$ cat src/rtl/gpio_port_pkg.sv
package gpio_port_pkg;
   localparam int CMD_W = 4;

   typedef enum logic [CMD_W-1:0] {
      CMD_NOP        = 4'd0,
      CMD_SET_OUT    = 4'd1,
      CMD_CLR_OUT    = 4'd2,
      CMD_ARM_HIGH   = 4'd3,
      CMD_ARM_LOW    = 4'd4,
      CMD_DISARM     = 4'd5,
      CMD_GET_DIR    = 4'd6,
      CMD_MAKE_IN    = 4'd7,
      CMD_MAKE_OUT   = 4'd8,
      CMD_GET_IN     = 4'd9,
      CMD_GET_SHADOW = 4'd10
   } cmd_e;
endpackage

$ cat src/rtl/gpio_in_sync.sv
module gpio_in_sync #(
   parameter int WIDTH  = 8,
   parameter int STAGES = 2
) (
   input  logic             clk,
   input  logic             rst_n,
   input  logic [WIDTH-1:0] d_async,
   output logic [WIDTH-1:0] q_sync
);
   generate
      if (STAGES < 2) begin : g_bad_stages
         $error("gpio_in_sync: STAGES must be at least 2");
      end
   endgenerate

   logic [WIDTH-1:0] chain [STAGES];

   always_ff @(posedge clk or negedge rst_n) begin
      if (!rst_n) begin
         for (int s = 0; s < STAGES; s++) chain[s] <= '0;
      end else begin
         chain[0] <= d_async;
         for (int s = 1; s < STAGES; s++) chain[s] <= chain[s-1];
      end
   end

   assign q_sync = chain[STAGES-1];

   // the output is the first stage delayed by the remaining stages
   p_sync_delay_r6: assert property (@(posedge clk) disable iff (!rst_n)
      $past(rst_n) |-> (STAGES != 2) || (q_sync == $past(chain[0])));
endmodule

$ cat src/rtl/gpio_port_regs.sv
module gpio_port_regs
   import gpio_port_pkg::*;
#(
   parameter int WIDTH = 8
) (
   input  logic             clk,
   input  logic             rst_n,
   input  logic             cmd_valid,
   input  cmd_e             cmd,
   input  logic [WIDTH-1:0] arg,
   output logic [WIDTH-1:0] dir_q,
   output logic [WIDTH-1:0] dir_nxt,
   output logic [WIDTH-1:0] shadow_q
);
   logic [WIDTH-1:0] shadow_nxt;

   always_comb begin
      dir_nxt    = dir_q;
      shadow_nxt = shadow_q;
      if (cmd_valid) begin
         unique case (cmd)
            CMD_SET_OUT:  shadow_nxt = shadow_q | arg;
            CMD_CLR_OUT:  shadow_nxt = shadow_q & ~arg;
            CMD_MAKE_IN:  dir_nxt    = dir_q & ~arg;
            CMD_MAKE_OUT: dir_nxt    = dir_q | arg;
            default: ;
         endcase
      end
   end

   always_ff @(posedge clk or negedge rst_n) begin
      if (!rst_n) begin
         dir_q    <= '0;
         shadow_q <= '0;
      end else begin
         dir_q    <= dir_nxt;
         shadow_q <= shadow_nxt;
      end
   end

   p_set_masked_r2: assert property (@(posedge clk) disable iff (!rst_n)
      (cmd_valid && cmd == CMD_SET_OUT) |=>
         ((shadow_q & $past(arg)) == $past(arg)) &&
         ((shadow_q & ~$past(arg)) == ($past(shadow_q) & ~$past(arg))));

   p_clr_masked_r3: assert property (@(posedge clk) disable iff (!rst_n)
      (cmd_valid && cmd == CMD_CLR_OUT) |=>
         ((shadow_q & $past(arg)) == '0) &&
         ((shadow_q & ~$past(arg)) == ($past(shadow_q) & ~$past(arg))));

   p_make_in_r4: assert property (@(posedge clk) disable iff (!rst_n)
      (cmd_valid && cmd == CMD_MAKE_IN) |=>
         ((dir_q & $past(arg)) == '0) && $stable(shadow_q));

   p_make_out_r5: assert property (@(posedge clk) disable iff (!rst_n)
      (cmd_valid && cmd == CMD_MAKE_OUT) |=>
         ((dir_q & $past(arg)) == $past(arg)) && $stable(shadow_q));

   p_idle_hold_r11: assert property (@(posedge clk) disable iff (!rst_n)
      !cmd_valid |=> $stable(dir_q) && $stable(shadow_q));
endmodule

$ cat src/rtl/gpio_alarm_unit.sv
module gpio_alarm_unit
   import gpio_port_pkg::*;
#(
   parameter int WIDTH   = 8,
   parameter bit IRQ_REG = 1'b0
) (
   input  logic             clk,
   input  logic             rst_n,
   input  logic             cmd_valid,
   input  cmd_e             cmd,
   input  logic [WIDTH-1:0] arg,
   input  logic [WIDTH-1:0] level,
   output logic             irq
);
   logic [WIDTH-1:0] hi_arm, lo_arm;
   logic [WIDTH-1:0] hit;

   always_ff @(posedge clk or negedge rst_n) begin
      if (!rst_n) begin
         hi_arm <= '0;
         lo_arm <= '0;
      end else if (cmd_valid) begin
         unique case (cmd)
            CMD_ARM_HIGH: hi_arm <= hi_arm | arg;
            CMD_ARM_LOW:  lo_arm <= lo_arm | arg;
            CMD_DISARM: begin
               hi_arm <= hi_arm & ~arg;
               lo_arm <= lo_arm & ~arg;
            end
            default: ;
         endcase
      end
   end

   always_comb hit = (hi_arm & level) | (lo_arm & ~level);

   generate
      if (IRQ_REG) begin : g_irq_reg
         always_ff @(posedge clk or negedge rst_n) begin
            if (!rst_n) irq <= 1'b0;
            else        irq <= |hit;
         end
      end else begin : g_irq_comb
         assign irq = |hit;
      end
   endgenerate

   p_disarm_r10: assert property (@(posedge clk) disable iff (!rst_n)
      (cmd_valid && cmd == CMD_DISARM) |=> (((hi_arm | lo_arm) & $past(arg)) == '0));

   p_arm_high_r9: assert property (@(posedge clk) disable iff (!rst_n)
      (cmd_valid && cmd == CMD_ARM_HIGH) |=> ((hi_arm & $past(arg)) == $past(arg)));

   p_quiet_unarmed_r9: assert property (@(posedge clk) disable iff (!rst_n)
      (IRQ_REG == 1'b0 && hi_arm == '0 && lo_arm == '0) |-> !irq);
endmodule

$ cat src/rtl/gpio_mask_port.sv
module gpio_mask_port
   import gpio_port_pkg::*;
#(
   parameter int WIDTH       = 8,
   parameter int SYNC_STAGES = 2,
   parameter bit IRQ_REG     = 1'b0
) (
   input  logic               clk,
   input  logic               rst_n,
   input  logic               cmd_valid,
   input  logic [CMD_W-1:0]   cmd_code,
   input  logic [WIDTH-1:0]   cmd_arg,
   output logic               rsp_valid,
   output logic [WIDTH-1:0]   rsp_data,
   input  logic [WIDTH-1:0]   pin_in,
   output logic [WIDTH-1:0]   pin_out,
   output logic [WIDTH-1:0]   pin_oe,
   output logic               irq
);
   generate
      if (WIDTH < 1 || WIDTH > 64) begin : g_bad_width
         $error("gpio_mask_port: WIDTH out of range 1..64");
      end
   endgenerate

   cmd_e             cmd;
   logic [WIDTH-1:0] in_sync;
   logic [WIDTH-1:0] dir_q, dir_nxt, shadow_q;
   logic [WIDTH-1:0] rsp_nxt;

   assign cmd = cmd_e'(cmd_code);

   gpio_in_sync #(.WIDTH(WIDTH), .STAGES(SYNC_STAGES)) u_sync (
      .clk(clk), .rst_n(rst_n), .d_async(pin_in), .q_sync(in_sync));

   gpio_port_regs #(.WIDTH(WIDTH)) u_regs (
      .clk(clk), .rst_n(rst_n), .cmd_valid(cmd_valid), .cmd(cmd),
      .arg(cmd_arg), .dir_q(dir_q), .dir_nxt(dir_nxt), .shadow_q(shadow_q));

   gpio_alarm_unit #(.WIDTH(WIDTH), .IRQ_REG(IRQ_REG)) u_alarm (
      .clk(clk), .rst_n(rst_n), .cmd_valid(cmd_valid), .cmd(cmd),
      .arg(cmd_arg), .level(in_sync), .irq(irq));

   always_comb begin
      unique case (cmd)
         CMD_GET_DIR:    rsp_nxt = dir_q;
         CMD_MAKE_IN:    rsp_nxt = ~dir_nxt;
         CMD_MAKE_OUT:   rsp_nxt = dir_nxt;
         CMD_GET_IN:     rsp_nxt = in_sync;
         CMD_GET_SHADOW: rsp_nxt = shadow_q;
         default:        rsp_nxt = '0;
      endcase
   end

   always_ff @(posedge clk or negedge rst_n) begin
      if (!rst_n) begin
         rsp_valid <= 1'b0;
         rsp_data  <= '0;
      end else begin
         rsp_valid <= cmd_valid;
         if (cmd_valid) rsp_data <= rsp_nxt;
      end
   end

   assign pin_oe  = dir_q;
   assign pin_out = shadow_q & dir_q;

   p_rsp_pulse_r11: assert property (@(posedge clk) disable iff (!rst_n)
      cmd_valid |=> rsp_valid);

   p_rsp_hold_r11: assert property (@(posedge clk) disable iff (!rst_n)
      !cmd_valid |=> !rsp_valid && $stable(rsp_data));

   p_no_drive_on_input_r8: assert property (@(posedge clk) disable iff (!rst_n)
      (pin_out & ~pin_oe) == '0);
endmodule

$ cat config.mk
export PLATFORM = sky130hd
export DESIGN_NAME = gpio_mask_port
export DESIGN_NICKNAME = d
export VERILOG_FILES = /design/src/rtl/gpio_port_pkg.sv /design/src/rtl/gpio_in_sync.sv /design/src/rtl/gpio_port_regs.sv /design/src/rtl/gpio_alarm_unit.sv /design/src/rtl/gpio_mask_port.sv
export SDC_FILE = /design/constraint.sdc
export NUM_CORES = 1
export LEC_CHECK = 0
export ABC_AREA = 1
export BUFFER_PORTS_ARGS = -buffer_cell sky130_fd_sc_hd__buf_2
export CELL_PAD_IN_SITES_DETAIL_PLACEMENT = 0
export CELL_PAD_IN_SITES_GLOBAL_PLACEMENT = 1
export CORE_MARGIN = 4
export CORE_UTILIZATION = 43
export CTS_CLUSTER_SIZE = 10
export DETAILED_ROUTE_END_ITERATION = 8
export GPL_TIMING_DRIVEN = 0
export PLACE_DENSITY_LB_ADDON = 0.3
export SYNTH_ARGS = -nofsm -noshare
export SYNTH_HDL_FRONTEND = slang
export SYNTH_SLANG_ARGS = --single-unit
$ cat constraint.sdc
create_clock -name clk -period 1.7 [get_ports clk]
set_clock_uncertainty 0.15 [all_clocks]
set_input_delay 0.255 -clock clk [delete_from_list [all_inputs] [get_ports clk]]
set_output_delay 0.255 -clock clk [all_outputs]
set_load 0.1 [all_outputs]
==> impl_metrics.csv <==
group,metric,value,unit
detailed_routing,vias,2349,
place,dp_hpwl,4730,um
run_status,violations,"setup timing",
logic_synthesis,ys_seq_area_frac,0.532,
detailed_routing,routed_via_density,4.71,
timing,holdWs,0.0339,ns
clocking,insertion_delay,0.34,ns
logic_synthesis,synth_warnings,0,
clocking,cts_tree,"built",
place,io_buffers,48,
detailed_routing,drt_first_pass_iters,4,
cells_and_area,finalNetCount,443,
cells_and_area,fillers,563,
detailed_routing,routedWlPerCell,12.9,um
run_status,status,"finished with violations",
logic_synthesis,ys_types,19,
detailed_routing,drt_iter0_drc,133,
timing,setup_slack,-0.210,ns
timing,finalCriticalPeriod,1.91,ns
cells_and_area,design_area,3440,um^2
clocking,cts_root_buffer,"clkbuf_8",
cells_and_area,antenna_cells,0,
global_route,grt_pass1_vias,2253,
global_route,grt_max_degree,58,
clocking,cts_made_buffers,9,
worst_setup_path,startpoint_type,"register",
logic_synthesis,netlist_area,2680,um^2
clocking,cts.clk_slew.worst_paths,0.06,ns
detailed_routing,drt-total-wl,6430,um
power_and_ir_drop,irDropWorstVdd,0.626,mV
floorplan,row_count,28,
floorplan,initial_core_util,0.448,
floorplan,die_h,87.0,um
detailed_routing,ant_nets,0,
timing,tightest_slew,0.975,ns
logic_synthesis,ys_ff_latch,57,
timing,relSlewSlack,0.345,
logic_synthesis,synthCells,347,
cells_and_area,drive_gt1_frac,0.238,
place,place_area,3060,um^2
worst_setup_path,endpoint_kind,"output pin",
hold_path,holdCritPathClass,"in2reg",
timing,grt_setup_unrepaired,"true",
clocking,cts_sinks,57,
flow_run,maxCapViolations,0,
worst_setup_path,required,1.29,ns
logic_synthesis,synth.avg_cell_area,7.73,um^2
logic_synthesis,synth.top_cell.area_share,0.532,
cells_and_area,fin_cells,499,
worst_setup_path,cp.arrival,1.51,ns
timing,hold_viol_final,0,
power_and_ir_drop,p_per_area,1290,nW/um^2
timing,maxSlewViolCount,0,
logic_synthesis,netlist_top_cells_area,"dfrtp_1 53%, nand2_1 14%, nand3_1 7.7%",
cells_and_area,area_growth,28.3,%
power_and_ir_drop,p_leak,1.80,nW
global_route,grt_pass1_wl,10800,um
place,routabilityCongestion,0.820,
clocking,htreeDepth,3,
floorplan,dieWidth,87.0,um
power_and_ir_drop,power,4.44,mW
timing,max_freq,0.524,GHz
global_route,grt_use_total,0.188,
detailed_routing,route.detailed.drc,0,
worst_setup_path,path_max_fanout,3,
timing,fin_crit_sh,1.12,
worst_setup_path,critPathKind,"reg2out",
timing,finalSetupViolCount,1,
global_route,overflow,0,
logic_synthesis,synth_nets,370,
global_route,antenna_found_initial,0,
floorplan,fp.coreArea,5990,um^2
clocking,max-clock-path-buffers,2,
place,placed_cells,470,
floorplan,pin_count,49,
floorplan,die_area,7560,um^2
logic_synthesis,yosysTopAreaCell,"dfrtp_1",
worst max-delay path: stages, from the launching register on:
cell and delay [ns]:
dfrtp_1 0.43, nand2_2 0.09, o21ai_2 0.06, nor4_2 0.29, nand2_2 0.11, buf_12 0.18
timing repair:
item | in CTS | in global routing
setup endpoints to repair | 9 | 1
pin swaps | 3 | 2
setup buffers | 4 | 0
hold endpoints to repair | 9 | 57
resized for setup | 15 | 4
hold buffers | 9 | 1
report_power, final:
group / total, mW / switching [mW] / internal, mW
Sequential: 1.73 / 0.144 / 1.58
Combinational: 1.46 / 1.16 / 0.306
Clock: 1.25 / 0.511 / 0.743
Total: 4.44 / 1.81 / 2.63
routing by layer:
layer | share of wire | wire, um | track usage | vias to the layer above
met4 | 0.017 | 112 | 0.0765 | 0
met3 | 0.048 | 306 | 0.0464 | 10
met2 | 0.46 | 2930 | 0.291 | 49
li1 | - | - | - | 1239
met1 | 0.48 | 3080 | 0.253 | 1051
met5 | 0 | 0 | 0 | -
final timing paths:
kind / start / endpoint / slack [ns] / depth (start not counted)
min in group asynchronous: rst_n / rsp_data[5] / 0.34 / 2
worst min register to register: u_sync.chain[13] / u_sync.q_sync[5] / 0.20 / 0
max in group asynchronous: rst_n / u_regs.dir_q[6] / 0.54 / 2
worst max-delay path: u_sync.q_sync[1] / irq / -0.21 / 5
worst max register to register: u_sync.q_sync[3] / rsp_data[3] / 0.51 / 7
worst min-delay path: cmd_arg[4] / register / 0.03 / 3
through the flow:
step	utilization	setup TNS (ns)	setup slack, ns
2_1_floorplan	-	0	0.0826
3_3_place_gp	0.510	-1.40	-0.167
3_5_place_dp	0.510	-1.49	-0.154
4_1_cts	0.570	-0.235	-0.235
5_1_grt	0.574	-0.337	-0.337
6_report	0.574	-0.210	-0.210
synth_stat cells:
library cell	number
nand2_1	102
dfrtp_1	57
inv_1	52
nand3_1	41
nor2_1	37
o21ai_0	16
a21oi_1	8
o22ai_1	8
o31ai_1	8
buf_2	5
inv_2	3
nor2_2	2
nor4_1	2
buf_4	1
clkinv_1	1
nand2_2	1
nor3_1	1
nor3_2	1
o21ai_2	1
logic make-up after synthesis:
family	share of synthesized area
AOI/OAI and AO/OA	0.0891
DFF	0.532
and+or+nand+nor	0.288
buffers and inverters	0.0905
final cells by class:
| class | count | area, um^2 | area share |
|---|---|---|---|
| plain buffers | 6 | 32.5 | 0.00946 |
| inverters | 56 | 240 | 0.0698 |
| clock buffers | 12 | 155 | 0.0451 |
| well taps | 75 | 93.8 | 0.0273 |
| repair buffers | 62 | 408 | 0.119 |
| clock inverters | 3 | 40.0 | 0.0116 |
| flip-flops and latches | 57 | 1440 | 0.418 |
| multi-input cells | 228 | 1030 | 0.300 |
cells in the final DEF (no fill, tap or decap):
cell | synthesis | final
nand2_1 | 102 | 100
dfrtp_1 | 57 | 49
inv_1 | 52 | 44
buf_2 | 5 | 43
nand3_1 | 41 | 41
nor2_1 | 37 | 37
buf_4 | 1 | 14
o21ai_0 | 16 | 13
clkbuf_8 | 0 | 11
dlygate4sd3_1 | 0 | 10
clkinvlp_4 | 0 | 8
o22ai_1 | 8 | 8
o31ai_1 | 8 | 8
a21oi_1 | 8 | 8
dfrtp_2 | 0 | 8
inv_2 | 3 | 3
nand2_2 | 1 | 3
o21ai_2 | 1 | 2
nor4_2 | 0 | 2
o21ai_1 | 0 | 2
nor2_2 | 2 | 2
clkinv_2 | 0 | 2
clkinv_1 | 1 | 1
nor3_1 | 1 | 1
nor3_2 | 1 | 1
bufinv_16 | 0 | 1
clkbuf_1 | 0 | 1
buf_12 | 0 | 1
(Power assumes the default switching activity.)
